--- config.mk ---
export PLATFORM = sky130hd
export DESIGN_NAME = bank_addr_gen
export DESIGN_NICKNAME = d
export VERILOG_FILES = /design/src/rtl/bank_addr_pkg.sv /design/src/rtl/bank_addr_ext_file.sv /design/src/rtl/bank_addr_calc.sv /design/src/rtl/bank_addr_mirror.sv /design/src/rtl/bank_addr_gen.sv
export SDC_FILE = /design/constraint.sdc
export NUM_CORES = 1
export LEC_CHECK = 0
export ABC_AREA = 0
export ABC_CLOCK_PERIOD_IN_PS = 4270
export CAP_MARGIN = 20
export CELL_PAD_IN_SITES_DETAIL_PLACEMENT = 1
export CELL_PAD_IN_SITES_GLOBAL_PLACEMENT = 1
export CORE_ASPECT_RATIO = 1.75
export CORE_MARGIN = 4
export CORE_UTILIZATION = 36
export CTS_BUF_LIST = sky130_fd_sc_hd__clkbuf_16
export DETAILED_ROUTE_END_ITERATION = 10
export PLACE_DENSITY_LB_ADDON = 0.1
export SYNTH_ARGS = -nofsm -noshare
export SYNTH_HDL_FRONTEND = slang
export SYNTH_HIERARCHICAL = 1
export SYNTH_SLANG_ARGS = --single-unit
--- constraint.sdc ---
create_clock -name clk -period 4.27 [get_ports clk]
set_clock_uncertainty 0.2 [all_clocks]
set_input_delay 0.854 -clock clk [delete_from_list [all_inputs] [get_ports clk]]
set_output_delay 0.854 -clock clk [all_outputs]
set_load 0.1 [all_outputs]
--- src/rtl/bank_addr_pkg.sv ---
package bank_addr_pkg;

    localparam int MODE_W = 3;

    typedef enum logic [MODE_W-1:0] {
        MODE_EXT   = 3'd0,
        MODE_IDX_X = 3'd1,
        MODE_IDX_Y = 3'd2,
        MODE_IDX_Z = 3'd3,
        MODE_STACK = 3'd4,
        MODE_VEC   = 3'd5
    } addr_mode_e;

    // field slots inside the extension file, equal to the write select codes
    localparam int FLD_EXT = 0;
    localparam int FLD_X   = 1;
    localparam int FLD_Y   = 2;
    localparam int FLD_Z   = 3;
    localparam int FLD_SP  = 4;
    localparam int NUM_FLD = 5;

endpackage

--- src/rtl/bank_addr_ext_file.sv ---
module bank_addr_ext_file
    import bank_addr_pkg::*;
#(
    parameter int BANK_W = 4,
    parameter int SEL_W  = 3,
    parameter int ACC_W  = 8
) (
    input  logic                              clk,
    input  logic                              rst_n,
    input  logic                              wr_en_i,
    input  logic [SEL_W-1:0]                  sel_i,
    input  logic [ACC_W-1:0]                  acc_i,
    output logic [NUM_FLD-1:0][BANK_W-1:0]    fld_o
);

    typedef struct packed {
        logic [NUM_FLD-1:0][BANK_W-1:0] fld;
    } ext_state_t;

    ext_state_t st_d, st_q;

    always_comb begin
        st_d = st_q;
        if (wr_en_i) begin
            for (int i = 0; i < NUM_FLD; i++) begin
                if (sel_i == SEL_W'(i)) begin
                    st_d.fld[i] = acc_i[BANK_W-1:0];
                end
            end
        end
    end

    always_ff @(posedge clk or negedge rst_n) begin
        if (!rst_n) begin
            st_q <= '0;
        end else begin
            st_q <= st_d;
        end
    end

    assign fld_o = st_q.fld;

endmodule

--- src/rtl/bank_addr_calc.sv ---
module bank_addr_calc
    import bank_addr_pkg::*;
#(
    parameter int BANK_W = 4,
    parameter int OFS_W  = 16,
    parameter int VEC_W  = 8,
    localparam int LIN_W = BANK_W + OFS_W
) (
    input  logic [MODE_W-1:0]              mode_i,
    input  logic [OFS_W-1:0]               offset_i,
    input  logic [OFS_W-1:0]               ix_i,
    input  logic [OFS_W-1:0]               iy_i,
    input  logic [OFS_W-1:0]               iz_i,
    input  logic [OFS_W-1:0]               sp_i,
    input  logic [VEC_W-1:0]               vec_i,
    input  logic [NUM_FLD-1:0][BANK_W-1:0] fld_i,
    output logic [LIN_W-1:0]               lin_o,
    output logic                           valid_o
);

    logic [BANK_W-1:0] base_bank;
    logic [OFS_W-1:0]  base_reg;
    logic [LIN_W-1:0]  disp_ext;
    logic [LIN_W-1:0]  rel_sum;
    logic [LIN_W-1:0]  vec_addr;

    // base selection for the register-relative modes
    always_comb begin
        base_bank = fld_i[FLD_X];
        base_reg  = ix_i;
        case (mode_i)
            MODE_IDX_Y: begin
                base_bank = fld_i[FLD_Y];
                base_reg  = iy_i;
            end
            MODE_IDX_Z: begin
                base_bank = fld_i[FLD_Z];
                base_reg  = iz_i;
            end
            MODE_STACK: begin
                base_bank = fld_i[FLD_SP];
                base_reg  = sp_i;
            end
            default: begin
                base_bank = fld_i[FLD_X];
                base_reg  = ix_i;
            end
        endcase
    end

    // a full-width adder lets carries and borrows run into the bank bits
    assign disp_ext = {{BANK_W{offset_i[OFS_W-1]}}, offset_i};
    assign rel_sum  = {base_bank, base_reg} + disp_ext;
    assign vec_addr = LIN_W'({vec_i, 1'b0});

    always_comb begin
        lin_o   = '0;
        valid_o = 1'b1;
        case (mode_i)
            MODE_EXT:   lin_o = {fld_i[FLD_EXT], offset_i};
            MODE_IDX_X,
            MODE_IDX_Y,
            MODE_IDX_Z,
            MODE_STACK: lin_o = rel_sum;
            MODE_VEC:   lin_o = vec_addr;
            default:    valid_o = 1'b0;
        endcase
    end

endmodule

--- src/rtl/bank_addr_mirror.sv ---
module bank_addr_mirror #(
    parameter int LIN_W = 20,
    parameter int HI_W  = 4,
    localparam int BUS_W = LIN_W + HI_W
) (
    input  logic [LIN_W-1:0] lin_i,
    output logic [BUS_W-1:0] bus_o
);

    assign bus_o[LIN_W-1:0] = lin_i;

    for (genvar g = 0; g < HI_W; g++) begin : g_hi
        assign bus_o[LIN_W+g] = lin_i[LIN_W-1];
    end

endmodule

--- src/rtl/bank_addr_gen.sv ---
module bank_addr_gen
    import bank_addr_pkg::*;
#(
    parameter int BANK_W = 4,
    parameter int OFS_W  = 16,
    parameter int HI_W   = 4,
    parameter int VEC_W  = 8,
    parameter int SEL_W  = 3,
    parameter int ACC_W  = 8,
    localparam int LIN_W = BANK_W + OFS_W,
    localparam int BUS_W = LIN_W + HI_W
) (
    input  logic              clk,
    input  logic              rst_n,
    input  logic [MODE_W-1:0] mode_i,
    input  logic [OFS_W-1:0]  offset_i,
    input  logic [OFS_W-1:0]  ix_i,
    input  logic [OFS_W-1:0]  iy_i,
    input  logic [OFS_W-1:0]  iz_i,
    input  logic [OFS_W-1:0]  sp_i,
    input  logic [VEC_W-1:0]  vec_i,
    input  logic              bk_wr_i,
    input  logic [SEL_W-1:0]  bk_sel_i,
    input  logic [ACC_W-1:0]  acc_b_i,
    output logic [BUS_W-1:0]  addr_o
);

    typedef struct packed {
        logic [BUS_W-1:0] addr;
    } gen_state_t;

    gen_state_t st_d, st_q;

    logic [NUM_FLD-1:0][BANK_W-1:0] fld;
    logic [LIN_W-1:0]               lin;
    logic                           lin_valid;
    logic [BUS_W-1:0]               bus;

    bank_addr_ext_file #(
        .BANK_W (BANK_W),
        .SEL_W  (SEL_W),
        .ACC_W  (ACC_W)
    ) u_ext (
        .clk     (clk),
        .rst_n   (rst_n),
        .wr_en_i (bk_wr_i),
        .sel_i   (bk_sel_i),
        .acc_i   (acc_b_i),
        .fld_o   (fld)
    );

    bank_addr_calc #(
        .BANK_W (BANK_W),
        .OFS_W  (OFS_W),
        .VEC_W  (VEC_W)
    ) u_calc (
        .mode_i   (mode_i),
        .offset_i (offset_i),
        .ix_i     (ix_i),
        .iy_i     (iy_i),
        .iz_i     (iz_i),
        .sp_i     (sp_i),
        .vec_i    (vec_i),
        .fld_i    (fld),
        .lin_o    (lin),
        .valid_o  (lin_valid)
    );

    bank_addr_mirror #(
        .LIN_W (LIN_W),
        .HI_W  (HI_W)
    ) u_mirror (
        .lin_i (lin),
        .bus_o (bus)
    );

    always_comb begin
        st_d = st_q;
        if (lin_valid) begin
            st_d.addr = bus;
        end
    end

    always_ff @(posedge clk or negedge rst_n) begin
        if (!rst_n) begin
            st_q <= '0;
        end else begin
            st_q <= st_d;
        end
    end

    assign addr_o = st_q.addr;

endmodule

[Word level (Yosys, flattened, before mapping)]
Index checks and enable logic that the tools add are counted.
Operators by class
  add/subtract/negate cells: 1
  eq/ne operators: 9
  mux-type cells: 4
  reduce and logical (&&, ||, !) cells: 9
Operators by type and width (number)
  20-bit one-hot mux with 3 select lines: 1
  16-bit one-hot mux with 3 select lines: 1
  20-bit adder: 1
  3-bit by 2-bit equality test with 1-bit output, second input constant: 4
  4-bit one-hot mux with 3 select lines: 1
  2-bit AND reduction: 5
  3-bit equality test, second input constant: 3
  3-bit by 1-bit equality test with 1-bit output, second input constant: 2
  3-bit zero test: 2
  6-bit OR reduction: 1
  4-bit OR reduction: 1
  1-bit two-way mux: 1
Word-level totals
  flip-flop bits (word level): 40
  input bits: 105
  output and inout bits: 24
  word-level logic and storage cells: 29

[Logic depth before layout (Yosys ltp)]
  word-level depth: 4
  mapped depth: 20
  gate-level depth less buffers: 16

[By module]
The synthesis kept the hierarchy.
By module, submodules not included
  bank_addr_calc: times used 1, cells each 350, area an instance 2316.0 µm², sequential area each 0.0 µm²
  bank_addr_gen: times used 1, cells each 51, area an instance 997.2 µm², sequential area each 600.6 µm²
  bank_addr_ext_file: times used 1, cells each 45, area an instance 807.0 µm², sequential area each 500.5 µm²
  bank_addr_mirror: times used 1, cells each 24, area an instance 180.2 µm², sequential area each 0.0 µm²

[Worst setup path after synthesis]
Ideal clock, no wire load.
  path type: input port to flip-flop
  start: in mode_i[2]
  end: reg st_q (netlist bit addr_o[16])
  library setup time: 0.126 ns
  data arrival time: 4.288 ns
  data required time: 3.944 ns
  slack: -0.344 ns
  stages on the path: 20
  path buffers: 5
  cell sequence: buf_2 > nor2b_1 > clkbuf_1 > nor2_1 > clkbuf_1 > clkbuf_1 > a21o_1 > ha_1 > inv_1 > fa_1 > nand2b_1 > a21oi_1 > o21ai_0 > o21ai_0 > a41oi_1 > o21bai_1 > xnor2_1 > o21ai_0 > buf_4 > mux2_4
On the way
  cells in the longest elaborated chain, start to end: 4
  elaborated cells between the ends (all ways): 13
  classes of those cells: add/sub (1); eq/ne (5); mux (4); reduce/logical (3)
Ends and longest elaborated chain
  from (decl): RTL line bank_addr_gen.sv:15  | input logic [MODE_W-1:0] mode_i,
  3-bit equality test / 3-bit by 2-bit equality test with 1-bit output (equally long branches): RTL line bank_addr_calc.sv:31, bank_addr_calc.sv:59
  16-bit one-hot mux with 3 select lines / 4-bit one-hot mux with 3 select lines (equally long branches): RTL line bank_addr_calc.sv:31  | case (mode_i)
  20-bit adder: RTL line bank_addr_calc.sv:53  | assign rel_sum = {base_bank, base_reg} + disp_ext;
  20-bit one-hot mux with 3 select lines *: RTL line bank_addr_calc.sv:59  | case (mode_i)
  net lin[16]: RTL line bank_addr_gen.sv:35  | logic [LIN_W-1:0] lin;
  to (signal assigned): RTL line bank_addr_gen.sv:88  | st_q <= st_d;
  to (decl): RTL line bank_addr_gen.sv:32  | gen_state_t st_d, st_q;
Mark *: on every way through the listed nets, which the timed path passes. The rest lies on a longest branch.
A chain may end at the register's enable or synchronous reset.

[Worst setup path after layout]
  start: in mode_i[2]
  end: reg addr_o[23] (netlist name)
On the way
  cells in the longest elaborated chain, start to end: 4
  elaborated cells between the ends (all ways): 13
  classes of those cells: add/sub (1); eq/ne (5); mux (4); reduce/logical (3)
Ends and longest elaborated chain (RTL line)
  3-bit equality test / 3-bit by 2-bit equality test with 1-bit output (equally long branches): bank_addr_calc.sv:31, bank_addr_calc.sv:59
  16-bit one-hot mux with 3 select lines / 4-bit one-hot mux with 3 select lines (equally long branches): bank_addr_calc.sv:31
  20-bit adder: bank_addr_calc.sv:53
  20-bit one-hot mux with 3 select lines *: bank_addr_calc.sv:59
  net lin[19]: bank_addr_gen.sv:35
Marked as above.

==> impl_metrics.json <==
{
  "floorplan.initialDensity": 0.3693,
  "finish.cell_count_without_fillers": 761,
  "timing.critical_path.cells": "dlygate4sd2_1, nor2b_2, buf_6, buf_4, a221oi_1, a21oi_1, a21o_1, ha_1, a21oi_2, o21ai_2, a2111oi_4, nand2_1, o21ai_0, xnor2_1, o21ai_0, nand2_1, mux2_2",
  "syn_area_per_cell_um2": 9.150,
  "synth.distinct_cells": 54,
  "cts-root-buf": "sky130_fd_sc_hd__clkbuf_16",
  "largest_family_of_logic_cells_by_synthesized_area": "compound AO/OA/AOI/OAI gates",
  "gr-total-overflow": 0,
  "pin_count_of_the_biggest_net_entering_global_routing": 45,
  "fp.dieArea_um2": 13830,
  "hpwlAfterDp_mm": 12.43,
  "endpoint_kind": "flop",
  "netlist.top_cell.by_area": "sky130_fd_sc_hd__dfrtp_1",
  "synth.top_cells.by_area": "sky130_fd_sc_hd__dfrtp_1, sky130_fd_sc_hd__mux2_4, sky130_fd_sc_hd__a21oi_1",
  "postSynth.asyncResetShare": 1.000,
  "chipWidth_um": 90.62,
  "grtUsageTotal": 0.2177,
  "crit_slowest_cell": "sky130_fd_sc_hd__a2111oi_4",
  "detailedRoute.firstPassIterationCount": 5,
  "crit_fanout": 11,
  "post_drt_wl_per_cell_um": 20.26,
  "finalHoldViolations": 0,
  "fp.coreArea_um2": 11650,
  "share_of_the_synthesized_area_in_compound_gates_ao_oa_aoi_oai": 0.2627,
  "clock_path_buffers": 2,
  "placed_cells": 751,
  "cp.arrival_ps": 4070,
  "max_clock_freq_mhz": 244.2,
  "timing.final.max_slew_violations": 0,
  "viasPerCell": 5.573,
  "cts_buffers": 5,
  "setup-violations-final": 0,
  "drv.max_cap_violation_count": 0,
  "rsz_0062_raised_after_global_routing": "no",
  "vias_in_the_first_global_route": 4641,
  "post_route_drc": 0,
  "first_iter_violations": 104,
  "postSynthRegisterBits": 44,
  "status": "completed",
  "finish.net_count": 751,
  "prevailing_post_synth_register_cell": "sky130_fd_sc_hd__dfrtp_1",
  "power.total_w": 0.002504,
  "routed_wirelength_mm": 15.42,
  "fin_util": 0.5372,
  "place_congestion": 0.8783,
  "synth_edf_count": 0,
  "syn-cell-area_um2": 4300,
  "die_h_um": 152.6,
  "yosys.area_share.xor_xnor": 0.03462,
  "fin_tns_setup_ps": 0,
  "critical_path.n_buffers_inverters": 3,
  "max-slew-margin-rel": 0.3426,
  "synth_sequential_area_ratio": 0.2560,
  "mappedNetlistNets": 596,
  "criticalPathCategory": "in -> reg",
  "ys.warnings.count": 6,
  "final_hold_slack_ps": 166.5,
  "power_density_nw_per_um2": 400.3,
  "p_leak_nw": 2.757,
  "synthesis_to_finish_area_growth_pct": 45.48,
  "timing.critical_path.required_ps": 4240,
  "cp_top_family": "compound AO/OA/AOI/OAI gates",
  "cp-start-kind": "input port",
  "post-cts-setup-buffers": 0,
  "num_antenna_cells": 0,
  "num_vias": 4241,
  "layout_worst_path_cycle_share": 0.9590,
  "grt_pass1_wl_mm": 24.08,
  "ir_worst_vdd_v": 0.0001724,
  "timing.final.crit_period_ps": 4095,
  "timing.hold.worst.class": "in -> async",
  "worstMarginPinSlew_ps": 983.1,
  "cts_num_sinks": 44,
  "area_share_of_fa_ha_maj_cells_after_synthesis": 0.06285,
  "clkLatencyLatePin_ps": 290,
  "synth_top_cell_area_share": 0.2560,
  "grt_antenna_before_repair": 0,
  "number_of_buffer_cells_added_on_primary_ports": 124,
  "layout-drive-gt1-share": 0.2636,
  "num_rows": 52,
  "postRouteAntennaNets": 0,
  "cts_tree": "done",
  "synth_simple_gate_area_frac": 0.1295,
  "io-pin-count": 129,
  "muxShareOfSynthArea": 0.1536,
  "syn_inst": 470,
  "cts-htree-levels": 2,
  "cpPeakStageDelay_ps": 380,
  "cts.clk_slew.worst_paths_ps": 60
}
## placed cells by master, fill, tap and decap left out, types with 5 or more instances in the layout
| cell type | instances |
|---|---|
| sky130_fd_sc_hd__dfrtp_1 | 44 |
| sky130_fd_sc_hd__xnor2_1 | 12 |
| sky130_fd_sc_hd__a31oi_1 | 5 |
| sky130_fd_sc_hd__mux2i_1 | 9 |
| sky130_fd_sc_hd__a21o_1 | 22 |
| sky130_fd_sc_hd__clkdlybuf4s50_1 | 120 |
| sky130_fd_sc_hd__nor2b_1 | 20 |
| sky130_fd_sc_hd__mux2_4 | 20 |
| sky130_fd_sc_hd__a221oi_1 | 18 |
| sky130_fd_sc_hd__mux2_2 | 24 |
| sky130_fd_sc_hd__clkbuf_16 | 5 |
| sky130_fd_sc_hd__nand2_1 | 27 |
| sky130_fd_sc_hd__a21oi_1 | 55 |
| sky130_fd_sc_hd__a221o_1 | 7 |
| sky130_fd_sc_hd__o21ai_0 | 18 |
| sky130_fd_sc_hd__inv_1 | 8 |
| sky130_fd_sc_hd__buf_4 | 75 |
| sky130_fd_sc_hd__ha_1 | 17 |
| sky130_fd_sc_hd__nand3_1 | 10 |
| sky130_fd_sc_hd__nor2_1 | 25 |
| sky130_fd_sc_hd__a22o_1 | 6 |
## worst reg2reg max path: cells and delay by family, from the launching register on
family / cells / cell delay, ps
muxes: 1 / 300
AOI/OAI and AO/OA: 7 / 1180
xor gates and xnor gates: 1 / 160
DFF: 1 / 390
adders and majority gates: 1 / 370
and+or+nand+nor: 3 / 440
## power breakdown
group          internal [W]  total (W)  switching (W)
registers          0.000517   0.000575      0.0000587
clock network      0.000278   0.000454       0.000175
logic              0.000602    0.00148       0.000874
## flip-flops by register name (all words and copies together), names as in the netlist
name         count
addr_o          24
u_ext/fld_o     20
## layout make-up
class                   count  area (um^2)
well taps                 135        168.9
multi-input cells         362         2893
clock buffers               5        125.1
clock inverters             3        46.29
inverters                   8        30.03
fillers                  1336         5390
flip-flops and latches     44         1101
repair buffers            204         1892
## cell families (layout without fill, tap and decap cells)
kind of cell | after synthesis | count (layout)
AOI/OAI and AO/OA | 168 | 168
xor gates and xnor gates | 17 | 17
adders and majority gates | 21 | 21
buffers and inverters | 64 | 220
DFF | 44 | 44
muxes | 53 | 53
and+or+nand+nor | 103 | 103
## worst paths after layout
path / start / slack (ps) / endpoint / depth (start not counted)
setup / recovery: mode_i[2] / 170 / addr_o[23] / 17
hold / removal: rst_n / 170 / addr_o[5] / 1
setup reg to reg: u_ext/fld_o[18] / 1120 / addr_o[23] / 13
hold reg to reg: addr_o[2] / 310 / addr_o[2] / 1
max in group asynchronous: rst_n / 3280 / u_ext/fld_o[2] / 2
min in group clk: addr_o[2] / 310 / addr_o[2] / 1
## metrics by stage
step / setup slack (ps) / instance area [um^2]
floorplan: 0.08749 / 4317
global placement: -435.4 / 5922
detailed placement: -479.9 / 5922
CTS: 165.3 / 6166
global route: 1.931 / 6256
finish: 174.9 / 6256
## timing repair
| item | CTS | global route |
|---|---|---|
| hold buffers | 0 | 0 |
| endpoints found under the setup margin | 16 | 13 |
| gates cloned | 1 | 0 |
| resized for setup | 12 | 14 |
| pin swaps | 6 | 5 |
## per-layer routing
metal / GRT usage / share of wire
met1: 0.2174 / 0.37
met2: 0.4471 / 0.57
met3: 0.02915 / 0.034
met4: 0.06793 / 0.026
met5: 0 / 0
## cell usage after synthesis, drive strengths merged (2+ instances only)
cell type  count
mux2i          9
inv            8
a221o          7
a211oi         3
nand2         27
buf           38
clkbuf        18
a21o          23
and4bb         3
mux2          44
nand3         10
o22ai          3
o21bai         2
ha            20
o21a           2
a22o           6
a31o           2
nor3b          4
or2            2
a22oi          2
a221oi        20
a31oi          5
nor2          25
nand2b         3
o211ai         2
o21ai         24
xnor2         13
nor2b         23
xor2           4
a311oi         2
dfrtp         44
a21oi         60
nand4          2
No activity file was read; power rests on OpenSTA's default activity.
